**config.mk**
```make
export PLATFORM = sky130hd
export DESIGN_NAME = nand_ecc_gen
export DESIGN_NICKNAME = d
export VERILOG_FILES = /design/src/rtl/nand_ecc_pkg.sv /design/src/rtl/ecc_byte_cnt.sv /design/src/rtl/ecc_parity_acc.sv /design/src/rtl/nand_ecc_gen.sv
export SDC_FILE = /design/constraint.sdc
export NUM_CORES = 1
export LEC_CHECK = 0
export ABC_AREA = 1
export BUFFER_PORTS_ARGS = -buffer_cell sky130_fd_sc_hd__buf_4
export CAP_MARGIN = 20
export CORE_MARGIN = 8
export CORE_UTILIZATION = 52
export DETAILED_ROUTE_END_ITERATION = 6
export PLACE_DENSITY = 0.86
export RECOVER_POWER = 25
export SLEW_MARGIN = 20
export SYNTH_ARGS = -nofsm -noshare
export SYNTH_HDL_FRONTEND = slang
export SYNTH_HIERARCHICAL = 1
export SYNTH_SLANG_ARGS = --single-unit
export TNS_END_PERCENT = 5
```
**constraint.sdc**
```tcl
create_clock -name clk_i -period 1.5 [get_ports clk_i]
set_input_delay 0.075 -clock clk_i [delete_from_list [all_inputs] [get_ports clk_i]]
set_output_delay 0.075 -clock clk_i [all_outputs]
set_load 0.03 [all_outputs]
```
**src/rtl/nand_ecc_pkg.sv**
```systemverilog
package nand_ecc_pkg;
  localparam int unsigned BYTE_W    = 8;
  localparam int unsigned BLK_BYTES = 256;
  localparam int unsigned NUM_BLK   = 2;
endpackage

```
**src/rtl/ecc_byte_cnt.sv**
```systemverilog
module ecc_byte_cnt #(
  parameter int unsigned AW      = 8,
  parameter int unsigned NUM_BLK = 2,
  localparam int unsigned BW     = $clog2(NUM_BLK),
  localparam int unsigned CNTW   = AW + BW + 1
) (
  input  logic               clk_i,
  input  logic               rst_ni,
  input  logic               clr_i,
  input  logic               valid_i,
  output logic               accept_o,
  output logic [AW-1:0]      addr_o,
  output logic [BW-1:0]      blk_o,
  output logic [NUM_BLK-1:0] done_o
);
  logic [CNTW-1:0] cnt_q;
  logic [BW:0]     nblk;

  // top bit set means the whole sector has been counted
  assign accept_o = valid_i & ~cnt_q[CNTW-1];
  assign addr_o   = cnt_q[AW-1:0];
  assign blk_o    = cnt_q[AW +: BW];
  assign nblk     = cnt_q[CNTW-1:AW];

  for (genvar b = 0; b < NUM_BLK; b++) begin : g_done
    assign done_o[b] = nblk > (BW+1)'(b);
  end

  always_ff @(posedge clk_i or negedge rst_ni) begin
    if (!rst_ni)       cnt_q <= '0;
    else if (clr_i)    cnt_q <= '0;
    else if (accept_o) cnt_q <= cnt_q + CNTW'(1);
  end
endmodule

```
**src/rtl/ecc_parity_acc.sv**
```systemverilog
module ecc_parity_acc #(
  parameter int unsigned BYTE_W = 8,
  parameter int unsigned AW     = 8,
  localparam int unsigned CW    = $clog2(BYTE_W),
  localparam int unsigned LW    = 2 * AW,
  localparam int unsigned PW    = 2 * CW,
  localparam int unsigned CODE_W = LW + PW + 2
) (
  input  logic              clk_i,
  input  logic              rst_ni,
  input  logic              clr_i,
  input  logic              en_i,
  input  logic [AW-1:0]     addr_i,
  input  logic [BYTE_W-1:0] data_i,
  input  logic              done_i,
  output logic [CODE_W-1:0] code_o
);
  logic [LW-1:0] line_q, line_d;
  logic [PW-1:0] col_q, col_d;
  logic [CW-1:0][BYTE_W-1:0] hi_mask;
  logic byte_par;

  assign byte_par = ^data_i;

  // bit-index masks: hi_mask[j][i] set when bit j of index i is 1
  for (genvar j = 0; j < CW; j++) begin : g_mask
    for (genvar i = 0; i < BYTE_W; i++) begin : g_bit
      localparam bit SIDE = ((i >> j) & 1) == 1;
      assign hi_mask[j][i] = SIDE;
    end
  end

  for (genvar k = 0; k < AW; k++) begin : g_line
    assign line_d[2*k]   = line_q[2*k]   ^ (byte_par & ~addr_i[k]);
    assign line_d[2*k+1] = line_q[2*k+1] ^ (byte_par &  addr_i[k]);
  end

  for (genvar j = 0; j < CW; j++) begin : g_col
    assign col_d[2*j]   = col_q[2*j]   ^ (^(data_i & ~hi_mask[j]));
    assign col_d[2*j+1] = col_q[2*j+1] ^ (^(data_i &  hi_mask[j]));
  end

  always_ff @(posedge clk_i or negedge rst_ni) begin
    if (!rst_ni) begin
      line_q <= '0;
      col_q  <= '0;
    end else if (clr_i) begin
      line_q <= '0;
      col_q  <= '0;
    end else if (en_i) begin
      line_q <= line_d;
      col_q  <= col_d;
    end
  end

  assign code_o = {line_q, col_q, {2{done_i}}};
endmodule

```
**src/rtl/nand_ecc_gen.sv**
```systemverilog
module nand_ecc_gen #(
  parameter int unsigned BYTE_W    = nand_ecc_pkg::BYTE_W,
  parameter int unsigned BLK_BYTES = nand_ecc_pkg::BLK_BYTES,
  parameter int unsigned NUM_BLK   = nand_ecc_pkg::NUM_BLK,
  localparam int unsigned AW       = $clog2(BLK_BYTES),
  localparam int unsigned BW       = $clog2(NUM_BLK),
  localparam int unsigned CODE_W   = 2 * AW + 2 * $clog2(BYTE_W) + 2
) (
  input  logic                      clk_i,
  input  logic                      rst_ni,
  input  logic                      clr_i,
  input  logic                      valid_i,
  input  logic [BYTE_W-1:0]         data_i,
  output logic [NUM_BLK*CODE_W-1:0] codes_o
);
  logic               accept;
  logic [AW-1:0]      addr;
  logic [BW-1:0]      blk;
  logic [NUM_BLK-1:0] done;

  ecc_byte_cnt #(.AW(AW), .NUM_BLK(NUM_BLK)) i_cnt (
    .clk_i    (clk_i),
    .rst_ni   (rst_ni),
    .clr_i    (clr_i),
    .valid_i  (valid_i),
    .accept_o (accept),
    .addr_o   (addr),
    .blk_o    (blk),
    .done_o   (done)
  );

  for (genvar b = 0; b < NUM_BLK; b++) begin : g_blk
    ecc_parity_acc #(.BYTE_W(BYTE_W), .AW(AW)) i_acc (
      .clk_i  (clk_i),
      .rst_ni (rst_ni),
      .clr_i  (clr_i),
      .en_i   (accept && (blk == BW'(b))),
      .addr_i (addr),
      .data_i (data_i),
      .done_i (done[b]),
      .code_o (codes_o[b*CODE_W +: CODE_W])
    );
  end
endmodule

```
**Yosys cells after proc, flatten, opt, wreduce, memory -nomap -nowiden**

Cells that the tools add are included.

- Order comparisons: 2
- Bitwise operators: 71
- $add $sub $neg: 1
- Mux-type cells: 10
- Reductions and logical operators: 12

Operator list:

| cell | number |
|---|---|
| two-way mux 16 bit | 4 |
| parity 8 bit | 7 |
| XOR 1 bit | 44 |
| two-way mux 6 bit | 4 |
| two-way mux 10 bit | 2 |
| AND 1 bit | 17 |
| adder 10 x 1 -> 10 bit, second input constant | 1 |
| NOT 1 bit | 10 |
| nonzero test 2 bit | 3 |
| > comparator 2 x 1 -> 1 bit, second input constant | 2 |
| logical AND 1 bit | 2 |

- Word-level logic and storage cells: 101
- Bits in registers: 54

**Logic depth before layout (Yosys ltp)**

Gate-level depths: netlist (run 1).

- Word-level depth: 5
- Depth in mapped cells: 12

**Hierarchy**

The synthesis (run 1) kept the hierarchy.

Modules (own cells, without submodules):

| module | area an instance (um^2) | instances | cells each | sequential area each (um^2) |
|---|---|---|---|---|
| ecc_parity_acc (g_blk[0].i_acc) | 1677.9 | 1 | 257 | 550.5 |
| ecc_parity_acc (g_blk[1].i_acc) | 1634.1 | 1 | 264 | 550.5 |
| ecc_byte_cnt | 591.8 | 1 | 79 | 250.2 |
| nand_ecc_gen | 17.5 | 1 | 4 | 0.0 |

**Worst setup path after synthesis (run 1)**

OpenSTA, ideal clock, no wires.

- Path kind: register -> register
- Start point: register i_cnt.cnt_q[9]
- End point: register g_blk[1].i_acc.line_q[0]
- Stages on the path, launching flop included: 13
- Setup time: 0.113 ns
- Period minus slack after synthesis: 1.492 ns
- Arrival time: 1.379 ns
- Slack: 0.008 ns
- Cells stage by stage: dfrtp_1 -> inv_1 -> nand2_2 -> inv_1 -> nand2_1 -> inv_1 -> nor2_2 -> buf_2 -> nor2_1 -> nand3_1 -> nand2_1 -> inv_1 -> nor2_2

- Cells in the longest elaborated chain, start to end: 4

RTL lines:

| what | RTL line | RTL |
|---|---|---|
| start, declared | ecc_byte_cnt.sv:16 | `logic [CNTW-1:0] cnt_q;` |
| start signal, assigned | ecc_byte_cnt.sv:32 | `else if (accept_o) cnt_q <= cnt_q + CNTW'(1);` |
| NOT 1 bit | ecc_byte_cnt.sv:20 | `assign accept_o = valid_i & ~cnt_q[CNTW-1];` |
| AND 1 bit | ecc_byte_cnt.sv:20 |  |
| net accept | nand_ecc_gen.sv:16 | `logic accept;` |
| logical AND 1 bit | nand_ecc_gen.sv:37 | `.en_i (accept && (blk == BW'(b))),` |
| nonzero test 2 bit (no line) | - |  |
| end signal, assigned | ecc_parity_acc.sv:51 | `line_q <= line_d;` |
| end, declared | ecc_parity_acc.sv:18 | `logic [LW-1:0] line_q, line_d;` |

The timed path passes the listed nets, and every way through them passes these cells.
A chain may end at the register's enable or synchronous reset.

**Worst setup path after layout (run 1)**

- Start point: register i_cnt.cnt_q[9]
- End point: register g_blk[0].i_acc.line_q[14]

- Cells in the longest elaborated chain, start to end: 4

RTL lines:

| what | RTL line |
|---|---|
| NOT 1 bit | ecc_byte_cnt.sv:20 |
| AND 1 bit | ecc_byte_cnt.sv:20 |
| net accept | nand_ecc_gen.sv:16 |
| logical AND 1 bit | nand_ecc_gen.sv:37 |
| nonzero test 2 bit (no line) | - |
| end signal, assigned | ecc_parity_acc.sv:51 |
| end, declared | ecc_parity_acc.sv:18 |

The timed path passes the listed nets, and every way through them passes these cells.

==> flow_summary.toml, run 1 <==
[synthesis]
netlist_top_cells_area = "dfrtp_1, nand2_1, inv_1, nor2_1, nand3_1"
ys_seq_area_frac = 0.345
synthMuxAreaShare = 0
yosys.area_share.simple = 0.423
synth_compound_area_frac = 0.0424
synth.most_common_cell = "nand2_1"
synth_top_family_by_area = "simple AND/OR/NAND/NOR gates"
synth-xor-area-share = 0.00670
yosysWarnings = 6
yosys.area.top_type = "dfrtp_1"
synthCells = 604
synth.cell_area_sq_um = 3920
synth.distinct_cells = 25
synth_common_cells = "nand2_1, inv_1, nor2_1, dfrtp_1, nand3_1"
avgSynthCellArea_sq_um = 6.49
synth_fp_nets = 617
synthArstFlopShare = 1.00
synth_flop_cell = "dfrtp_1"
synth_fa_ha_area_frac = 0.00319
synth_edf_count = 0
synth_top_area_frac = 0.345
yosys_register_bits = 54

[floorplan]
die_height_microns = 103
start_util = 0.538
core-area_sq_um = 7290
die_w_microns = 103
rows = 31
dieArea_sq_um = 10600
io_pins = 60

[cells_and_area]
syn2layout_area_growth_pct = 19.9
drive_gt1_frac = 0.277
fin_nets = 673
instances_no_fill = 760
finalInstanceArea_sq_um = 4700
n_antenna_cell = 0

[critical_path]
critPathKind = "reg -> reg"
worstPathArrival_ps = 1740
cp-startpoint = "i_cnt/cnt_q[9]"
worstSetupStartpointType = "flop"
crit_fanout = 10
r2r-start = "i_cnt/cnt_q[9]"
crit_required_ps = 1750
cp-end-kind = "flop"

[sta]
finalCriticalPeriod_ps = 1490
finalCritPeriodShare = 0.991
drv_slew = 0
worst_pin_slew_ps = 758
max_clock_freq_mhz = 673
clock_skew_ps = 9.03
rsz0062_at_grt = "true"
finalSetupViolCount = 0
maxSlewHeadroom = 0.495
final-hold-violation-count = 0

[hold_path]
holdCritPathClass = "in -> reg"
min-delay-start = "clr_i"

[placed_design]
hpwl_mm = 6.73
placedCellCount = 746
place.gp.congestion = 0.894
place_area_sq_um = 4370
port_buffers = 59

[drt]
drc = 0
finalWirelength_mm = 9.45
viasPerCell = 4.96
via_count = 3772
detail-route-antenna-nets = 0
drtIter0Drc = 315
avgRoutedWirePerCell_microns = 12.4
dr.pass1.iters = 4

[clocking]
clk_pin_slew_worst_paths_ps = 110
cts.sinks = 54
cts_tree = "done"
cts-root-buf = "clkbuf_8"
clk_latency_ps = 320
cts_buffer_depth = 2
cts_made_buffers = 5
h-tree-depth = 2

[global_routing]
gr-usage-all-layers = 0.185
grt_first_pass_wirelength_mm = 15.9
grt_antenna_before_repair = 0
grt_pass1_vias = 3563
grt_max_degree = 55
grt_remaining_overflow = 0

[pwr]
power.leakage_nw = 2.55
p_per_area_nw_per_um2 = 794
peakVddDrop_mv = 0.457

[flow_run]
cap_violations = 0

[status]
outcome = "finished, final reports clean"
## worst paths after layout
path                                             end  slack [ps]  cells after the start
max                        g_blk[0].i_acc/line_q[14]          10                     12
min                                   i_cnt/cnt_q[2]         190                      4
max reg2reg                g_blk[0].i_acc/line_q[14]          10                     12
min reg2reg                  g_blk[1].i_acc/col_q[3]         530                      2
max in group asynchronous    g_blk[1].i_acc/col_q[0]         620                      2
min in group asynchronous   g_blk[1].i_acc/line_q[2]         370                      2
## registers in the layout, summed over array words and instances (netlist names)
| name | flops |
|---|---|
| g_blk.i_acc/line_q | 32 |
| g_blk.i_acc/col_q | 12 |
| i_cnt/cnt_q | 10 |
## report_power, final
group | switching (W) | total [W] | internal [W]
sequential | 0.0000847 | 0.00164 | 0.00156
clock | 0.000547 | 0.000893 | 0.000345
combinational | 0.000790 | 0.00120 | 0.000411
total | 0.00142 | 0.00373 | 0.00231
## metrics by stage
step | utilization | worst slack, ps | power [W] | setup TNS, ps | hold WS (ps)
6_report | 0.645 | 13.1 | 0.00373 | 0 | 190
5_1_grt | 0.645 | -92.1 | 0.00395 | -1280 | 204
4_1_cts | 0.624 | -39.6 | 0.00372 | -95.0 | 160
3_5_place_dp | 0.600 | -295 | 0.00281 | -5300 | 170
3_3_place_gp | 0.600 | -201 | 0.00277 | -2360 | 169
2_1_floorplan | - | 7.94 | 0.00247 | 0 | -221
## cells in the final DEF (no fill, tap or decap)
cell type      synthesis  final
nand3_2               11     11
nand2_1              169    168
inv_1                116    112
nand2_4                6      6
ha_1                   1      1
nand3b_1               1      1
nand3_1               48     48
xnor2_1                3      3
nor3b_1                1      1
a21oi_4                0      1
inv_6                  0      2
dfrtp_1               54     54
clkbuf_4               0      1
nand4_1               18     18
dlygate4sd3_1          0      1
clkbuf_8               0      5
buf_4                 13     72
a21oi_1               16     15
inv_2                 10     14
a22o_1                 1      1
o21ai_1                0      1
o21ai_2                0      1
buf_6                  6      4
clkinv_4               0      1
nor2_2                12     26
nor2_1                71     41
nand2_2               20     21
o21bai_1               1      1
nor2_4                 1     17
buf_12                 0      1
o21ai_0               14     12
## per-layer routing
metal / global-route usage / wire, microns
met2: 0.321 / 4650
met1: 0.227 / 4110
met4: 0.0623 / 161
met3: 0.0324 / 537
met5: 0 / 0
## area by class of cell
class	count	area [sq um]
Clock inverter	3	26.3
Timing Repair Buffer	79	623
Clock buffer	5	68.8
Multi-Input combinational cell	394	2040
Inverter	126	473
Tap cell	99	124
Sequential cell	54	1350
Fill cell	648	2590
## critical path, cell delays in order (launching register included)
cell	delay, ps
dfrtp_1	420
inv_2	70
nand2_2	60
inv_2	70
inv_2	50
nor2_4	120
nor2_4	70
buf_12	150
nor2_4	120
nand3_2	80
nand2_1	80
inv_1	30
nor2_1	90
## cell families (layout without fill, tap and decap cells)
| logic type | Yosys count | after routing |
|---|---|---|
| and+or+nand+nor | 358 | 358 |
| buffers and inverters | 156 | 213 |
| AOI/OAI and AO/OA | 32 | 32 |
| xor gates and xnor gates | 3 | 3 |
| DFF | 54 | 54 |
| adders and majority gates | 1 | 1 |
## timing repair
action                                  in CTS  in global routing
cloned                                       0                  0
endpoints found under the hold margin       54                  0
hold buffers                                 1                  0
pin swaps                                    1                 11
setup buffers                                4                  1
endpoints found under the setup margin      43                 41
gates resized for setup                     16                 44
(Power assumes the default switching activity.)
==> run 2: changes to the inputs <==
--- a/config.mk
+++ b/config.mk
@@ -8,10 +8,12 @@
 export ABC_AREA = 1
 export BUFFER_PORTS_ARGS = -buffer_cell sky130_fd_sc_hd__buf_4
 export CAP_MARGIN = 20
+export CELL_PAD_IN_SITES_DETAIL_PLACEMENT = 1
+export CELL_PAD_IN_SITES_GLOBAL_PLACEMENT = 1
 export CORE_MARGIN = 8
-export CORE_UTILIZATION = 52
+export CORE_UTILIZATION = 37
 export DETAILED_ROUTE_END_ITERATION = 6
-export PLACE_DENSITY = 0.86
+export PLACE_DENSITY = 0.87
 export RECOVER_POWER = 25
 export SLEW_MARGIN = 20
 export SYNTH_ARGS = -nofsm -noshare
==> flow_summary.toml, run 2 (synthesis results as in run 1) <==
[status]
outcome = "finished, violations left"
violations = "setup timing"

[global_routing]
grt_pass1_vias = 4116
grt_first_pass_wirelength_mm = 19.5
grt_antenna_before_repair = 0
gr-usage-all-layers = 0.163
grt_remaining_overflow = 0
grt_max_degree = 33

[cells_and_area]
num-fill-cells = 1399
top_regs = "g_blk.i_acc/line_q (32), g_blk.i_acc/col_q (12), i_cnt/cnt_q (10)"
multiInputGateArea_sq_um = 1980
regMostFlops = "g_blk.i_acc/line_q"
regArea_sq_um = 1350
mostFrequentLayoutCells = "nand2_1, inv_1, buf_4"
drive_gt1_frac = 0.278
fin_nets = 675
final_common_cell = "nand2_1"
syn2layout_area_growth_pct = 20.0
n_antenna_cell = 0
largest_register_ff_count = 32

[pwr]
p_per_area_nw_per_um2 = 799
p_sw_frac = 0.386
peakVddDrop_mv = 0.382
p_int_w = 0.00231
power.leakage_nw = 2.55
p_seq_frac = 0.438
power_switching_w = 0.00145
finalPower_w = 0.00376
power_frac_comb = 0.330
clkPwrFrac = 0.232

[critical_path]
worstSetupStartpointType = "flop"
crit_fanout = 8
worstRegToRegCells = 12
worstPathArrival_ps = 1760
critPathKind = "reg -> reg"
crit_required_ps = 1730
slowest_delay_ps = 390
crit_slowest_cell = "dfrtp_1"
cp-end-kind = "flop"
path_cells = "inv_2 -> nand2_2 -> inv_2 -> inv_2 -> nor2_4 -> nor2_4 -> buf_4 -> nor2_4 -> nand3_2 -> nand2_1 -> inv_1 -> nor2_1"

[floorplan]
core-area_sq_um = 10300
io_pins = 60
die_height_microns = 119
dieArea_sq_um = 14100
die_w_microns = 119
start_util = 0.380
rows = 37

[sta]
finalCriticalPeriod_ps = 1530
final-hold-violation-count = 0
drv_slew = 0
max_clock_freq_mhz = 654
clock_skew_ps = 24.8
worst_pin_slew_ps = 674
finalCritPeriodShare = 1.02
setup_slack_ps = -28.6
fin_hold_ws_ps = 111
maxSlewHeadroom = 0.550
rsz0062_at_grt = "true"
finalSetupViolCount = 6

[clocking]
cts_buffer_depth = 2
cts_made_buffers = 5
cts.sinks = 54
cts_tree = "done"
cts-root-buf = "clkbuf_8"
clk_pin_slew_worst_paths_ps = 110
clk_latency_ps = 320
h-tree-depth = 2

[drt]
drtIter0Drc = 217
dr.pass1.iters = 4
finalWirelength_mm = 11.4
viasPerCell = 4.85
drc = 0
avgRoutedWirePerCell_microns = 14.3
detail-route-antenna-nets = 0
via_count = 3876

[flow_run]
cap_violations = 0

[hold_path]
hold_depth = 4
holdCritPathClass = "in -> reg"

[placed_design]
hpwl_mm = 8.54
place.gp.congestion = 0.831
port_buffers = 59
==> run 2: cell count changes in the layout (fill, tap and decap cells not counted), moves of 2 or more <==
cell,change
nor2_4,-8
nor2_1,+5
clkinv_2,+2
nor2_2,+3
inv_2,+2
inv_1,-2
==> run 2: metrics by stage <==
stage          TNS (ps)  instance area (sq um)  std cells   util  setup WS [ps]
2_1_floorplan         0                   3920        604      -           7.94
3_3_place_gp      -5330                   4450        785  0.431           -239
6_report          -69.7                   4710        799  0.456          -28.6
5_1_grt           -2340                   4710        799  0.456           -112
4_1_cts           -43.9                   4620        797  0.447          -27.7
3_5_place_dp     -10760                   4450        785  0.431           -408
==> run 2: final cells by class <==
type | count | area share
clock buffer | 5 | 0.0146
clock inverter | 3 | 0.00399
inverter | 126 | 0.101
multi-input combinational | 394 | 0.421
sequential | 54 | 0.287
tap | 136 | 0.0362
timing repair buffer | 81 | 0.136
==> run 2: metal layers <==
metal	track usage	wire length [microns]	vias to the layer above
met3	0.0316	431	8
met1	0.188	4830	1881
li1	-	-	1918
met4	0.0474	118	0
met2	0.297	6060	69
met5	0	0	-
==> run 2: path summary, 6_finish.rpt <==
path                                             end                    start  slack [ps]
setup / recovery            g_blk[0].i_acc/line_q[8]           i_cnt/cnt_q[9]         -30
hold / removal              g_blk[0].i_acc/line_q[2]                    clr_i         110
setup reg to reg            g_blk[0].i_acc/line_q[8]           i_cnt/cnt_q[9]         -30
hold reg to reg              g_blk[1].i_acc/col_q[1]  g_blk[1].i_acc/col_q[1]         540
max in group asynchronous             i_cnt/cnt_q[7]                   rst_ni         230
min in group asynchronous  g_blk[1].i_acc/line_q[11]                   rst_ni         300
==> run 2: repair_timing <==
item                                    CTS  global route
pin swaps                                 1            10
hold buffers                              1             0
endpoints found under the setup margin   44            39
gates resized for setup                  18            34
endpoints found under the hold margin    53             0
buffers inserted                          3             2
==> run 2: critical path: cells and delay by family (launching register included) <==
kind	cells	cell delay [ps]
AND/OR/NAND/NOR	7	620
buffers and inverters	5	420
flip-flops	1	390
==> run 2: power by group through the flow <==
| stage | Clock, W | Sequential (W) | Combinational (W) |
|---|---|---|---|
| 2_1_floorplan | 0 | 0.00184 | 0.000629 |
| 3_3_place_gp | 0 | 0.00167 | 0.00114 |
| 3_5_place_dp | 0 | 0.00168 | 0.00120 |
| 4_1_cts | 0.000896 | 0.00165 | 0.00123 |
| 5_1_grt | 0.000944 | 0.00166 | 0.00138 |
| 6_report | 0.000871 | 0.00165 | 0.00124 |
==> run 3: changes to the inputs <==
--- a/config.mk
+++ b/config.mk
@@ -11,9 +11,10 @@
 export CELL_PAD_IN_SITES_DETAIL_PLACEMENT = 1
 export CELL_PAD_IN_SITES_GLOBAL_PLACEMENT = 1
 export CORE_MARGIN = 8
-export CORE_UTILIZATION = 37
+export CORE_UTILIZATION = 38
+export CTS_BUF_LIST = sky130_fd_sc_hd__clkbuf_8
 export DETAILED_ROUTE_END_ITERATION = 6
-export PLACE_DENSITY = 0.87
+export PLACE_DENSITY = 0.88
 export RECOVER_POWER = 25
 export SLEW_MARGIN = 20
 export SYNTH_ARGS = -nofsm -noshare
==> flow_summary.toml, run 3 (synthesis results as in run 1) <==
[sta]
maxSlewHeadroom = 0.475
rsz0062_at_grt = "true"
clock_skew_ps = 19.7
finalCriticalPeriod_ps = 1540
finalCritPeriodShare = 1.03
drv_slew = 0
worst_pin_slew_ps = 787
finalSetupViolCount = 5
final-hold-violation-count = 0
setup_slack_ps = -39.1
setup-tns-final_ps = -100
max_clock_freq_mhz = 650

[drt]
drc = 0
viasPerCell = 4.98
finalWirelength_mm = 12.1
via_count = 3961
avgRoutedWirePerCell_microns = 15.2
dr.pass1.iters = 6
drtIter0Drc = 160
detail-route-antenna-nets = 0

[global_routing]
gr-usage-all-layers = 0.167
grt_first_pass_wirelength_mm = 19.8
grt_max_degree = 55
grt_pass1_vias = 4244
grt_remaining_overflow = 0
grt_antenna_before_repair = 0

[floorplan]
io_pins = 60
rows = 37
dieArea_sq_um = 13800
start_util = 0.385
die_w_microns = 118
die_height_microns = 118
core-area_sq_um = 10200

[pwr]
peakVddDrop_mv = 0.344
p_per_area_nw_per_um2 = 836
finalPower_w = 0.00401
power.leakage_nw = 2.56

[cells_and_area]
fin_nets = 672
drive_gt1_frac = 0.289
syn2layout_area_growth_pct = 22.3
mostFrequentLayoutCells = "nand2_1, inv_1, buf_4"
multiInputGateArea_sq_um = 2060
final_common_cell = "nand2_1"
n_antenna_cell = 0
largest_register_ff_count = 32
regArea_sq_um = 1350
num-fill-cells = 1336
top_regs = "g_blk.i_acc/line_q (32), g_blk.i_acc/col_q (12), i_cnt/cnt_q (10)"
regMostFlops = "g_blk.i_acc/line_q"

[critical_path]
crit_required_ps = 1750
worstRegToRegCells = 12
r2r-start = "i_cnt/cnt_q[9]"
reg2reg_slack_ps = -40
crit_fanout = 6
worstPathArrival_ps = 1780
cp-end-kind = "flop"
worstReg2RegEnd = "g_blk[0].i_acc/line_q[1]"
critPathKind = "reg -> reg"
worstSetupStartpointType = "flop"

[clocking]
cts-root-buf = "clkbuf_8"
clk_latency_ps = 320
clk_pin_slew_worst_paths_ps = 110
cts.sinks = 54
h-tree-depth = 2
cts_made_buffers = 5
cts_tree = "done"
cts_buffer_depth = 2

[flow_run]
cap_violations = 0

[hold_path]
hold_path_end = "i_cnt/cnt_q[1]"
min-delay-start = "valid_i"
holdCritPathClass = "in -> reg"
hold_depth = 4

[status]
outcome = "finished, violations left"
violations = "setup timing"

[placed_design]
port_buffers = 59
hpwl_mm = 8.52
place.gp.congestion = 0.860
[run 3: worst max path at each step]
| stage | start | endpoint | slack, ps | depth (start not counted) |
|---|---|---|---|---|
| CTS | i_cnt/cnt_q[9] | g_blk[0].i_acc/col_q[3] | -10 | 12 |
| floorplan | i_cnt/cnt_q[9] | g_blk[1].i_acc/line_q[0] | 8 | 12 |
| detailed placement | i_cnt/cnt_q[9] | g_blk[1].i_acc/col_q[2] | -400 | 10 |
| global placement | i_cnt/cnt_q[9] | g_blk[1].i_acc/col_q[2] | -260 | 10 |
| finish | i_cnt/cnt_q[9] | g_blk[0].i_acc/line_q[1] | -40 | 12 |
| global route | i_cnt/cnt_q[9] | g_blk[0].i_acc/line_q[1] | -150 | 12 |
[run 3: timing repair]
action,4_1_cts,5_1_grt
endpoints found under the hold margin,54,0
buffers inserted,2,3
endpoints found under the setup margin,43,40
hold buffers,1,0
gates resized for setup,15,60
cloned,0,0
pin swaps,1,18
[run 3: layer usage]
metal	share of wire	vias up	routed length (microns)	GRT usage
met1	0.42	1979	5130	0.196
li1	-	1906	-	-
met5	0	-	0	0
met3	0.026	15	315	0.0249
met2	0.54	61	6510	0.306
met4	0.013	0	163	0.0456
[run 3: power breakdown]
group / internal [W] / switching (W)
sequential: 0.00156 / 0.0000876
combinational: 0.000421 / 0.000860
clock: 0.000550 / 0.000532
[run 3: layout make-up]
type,instances,share of cell area
clock inverters,2,0.00809
flip-flops and latches,54,0.282
clock buffers,6,0.0172
inverters,126,0.0986
repair buffers,78,0.130
multi-input cells,394,0.429
well taps,136,0.0355
[run 3: worst max-delay path: stages (launching register included)]
cell     delay (ps)
dfrtp_1         410
inv_2            80
nand2_2          60
inv_2            70
inv_2            50
nor2_4          120
nor2_4           80
buf_8           150
nor2_2          100
nand3_1          90
nand2_1          90
inv_1            40
nor2_1          120
[run 3: metrics by stage]
| step | setup WS [ps] | area (sq um) | utilization | hold slack [ps] | std cells |
|---|---|---|---|---|---|
| CTS | -11.0 | 4590 | 0.451 | 152 | 793 |
| global placement | -256 | 4400 | 0.432 | 180 | 782 |
| global route | -149 | 4790 | 0.471 | 212 | 796 |
| detailed placement | -401 | 4400 | 0.432 | 181 | 782 |
| finish | -39.1 | 4790 | 0.471 | 213 | 796 |
| floorplan | 7.94 | 3920 | - | -221 | 604 |
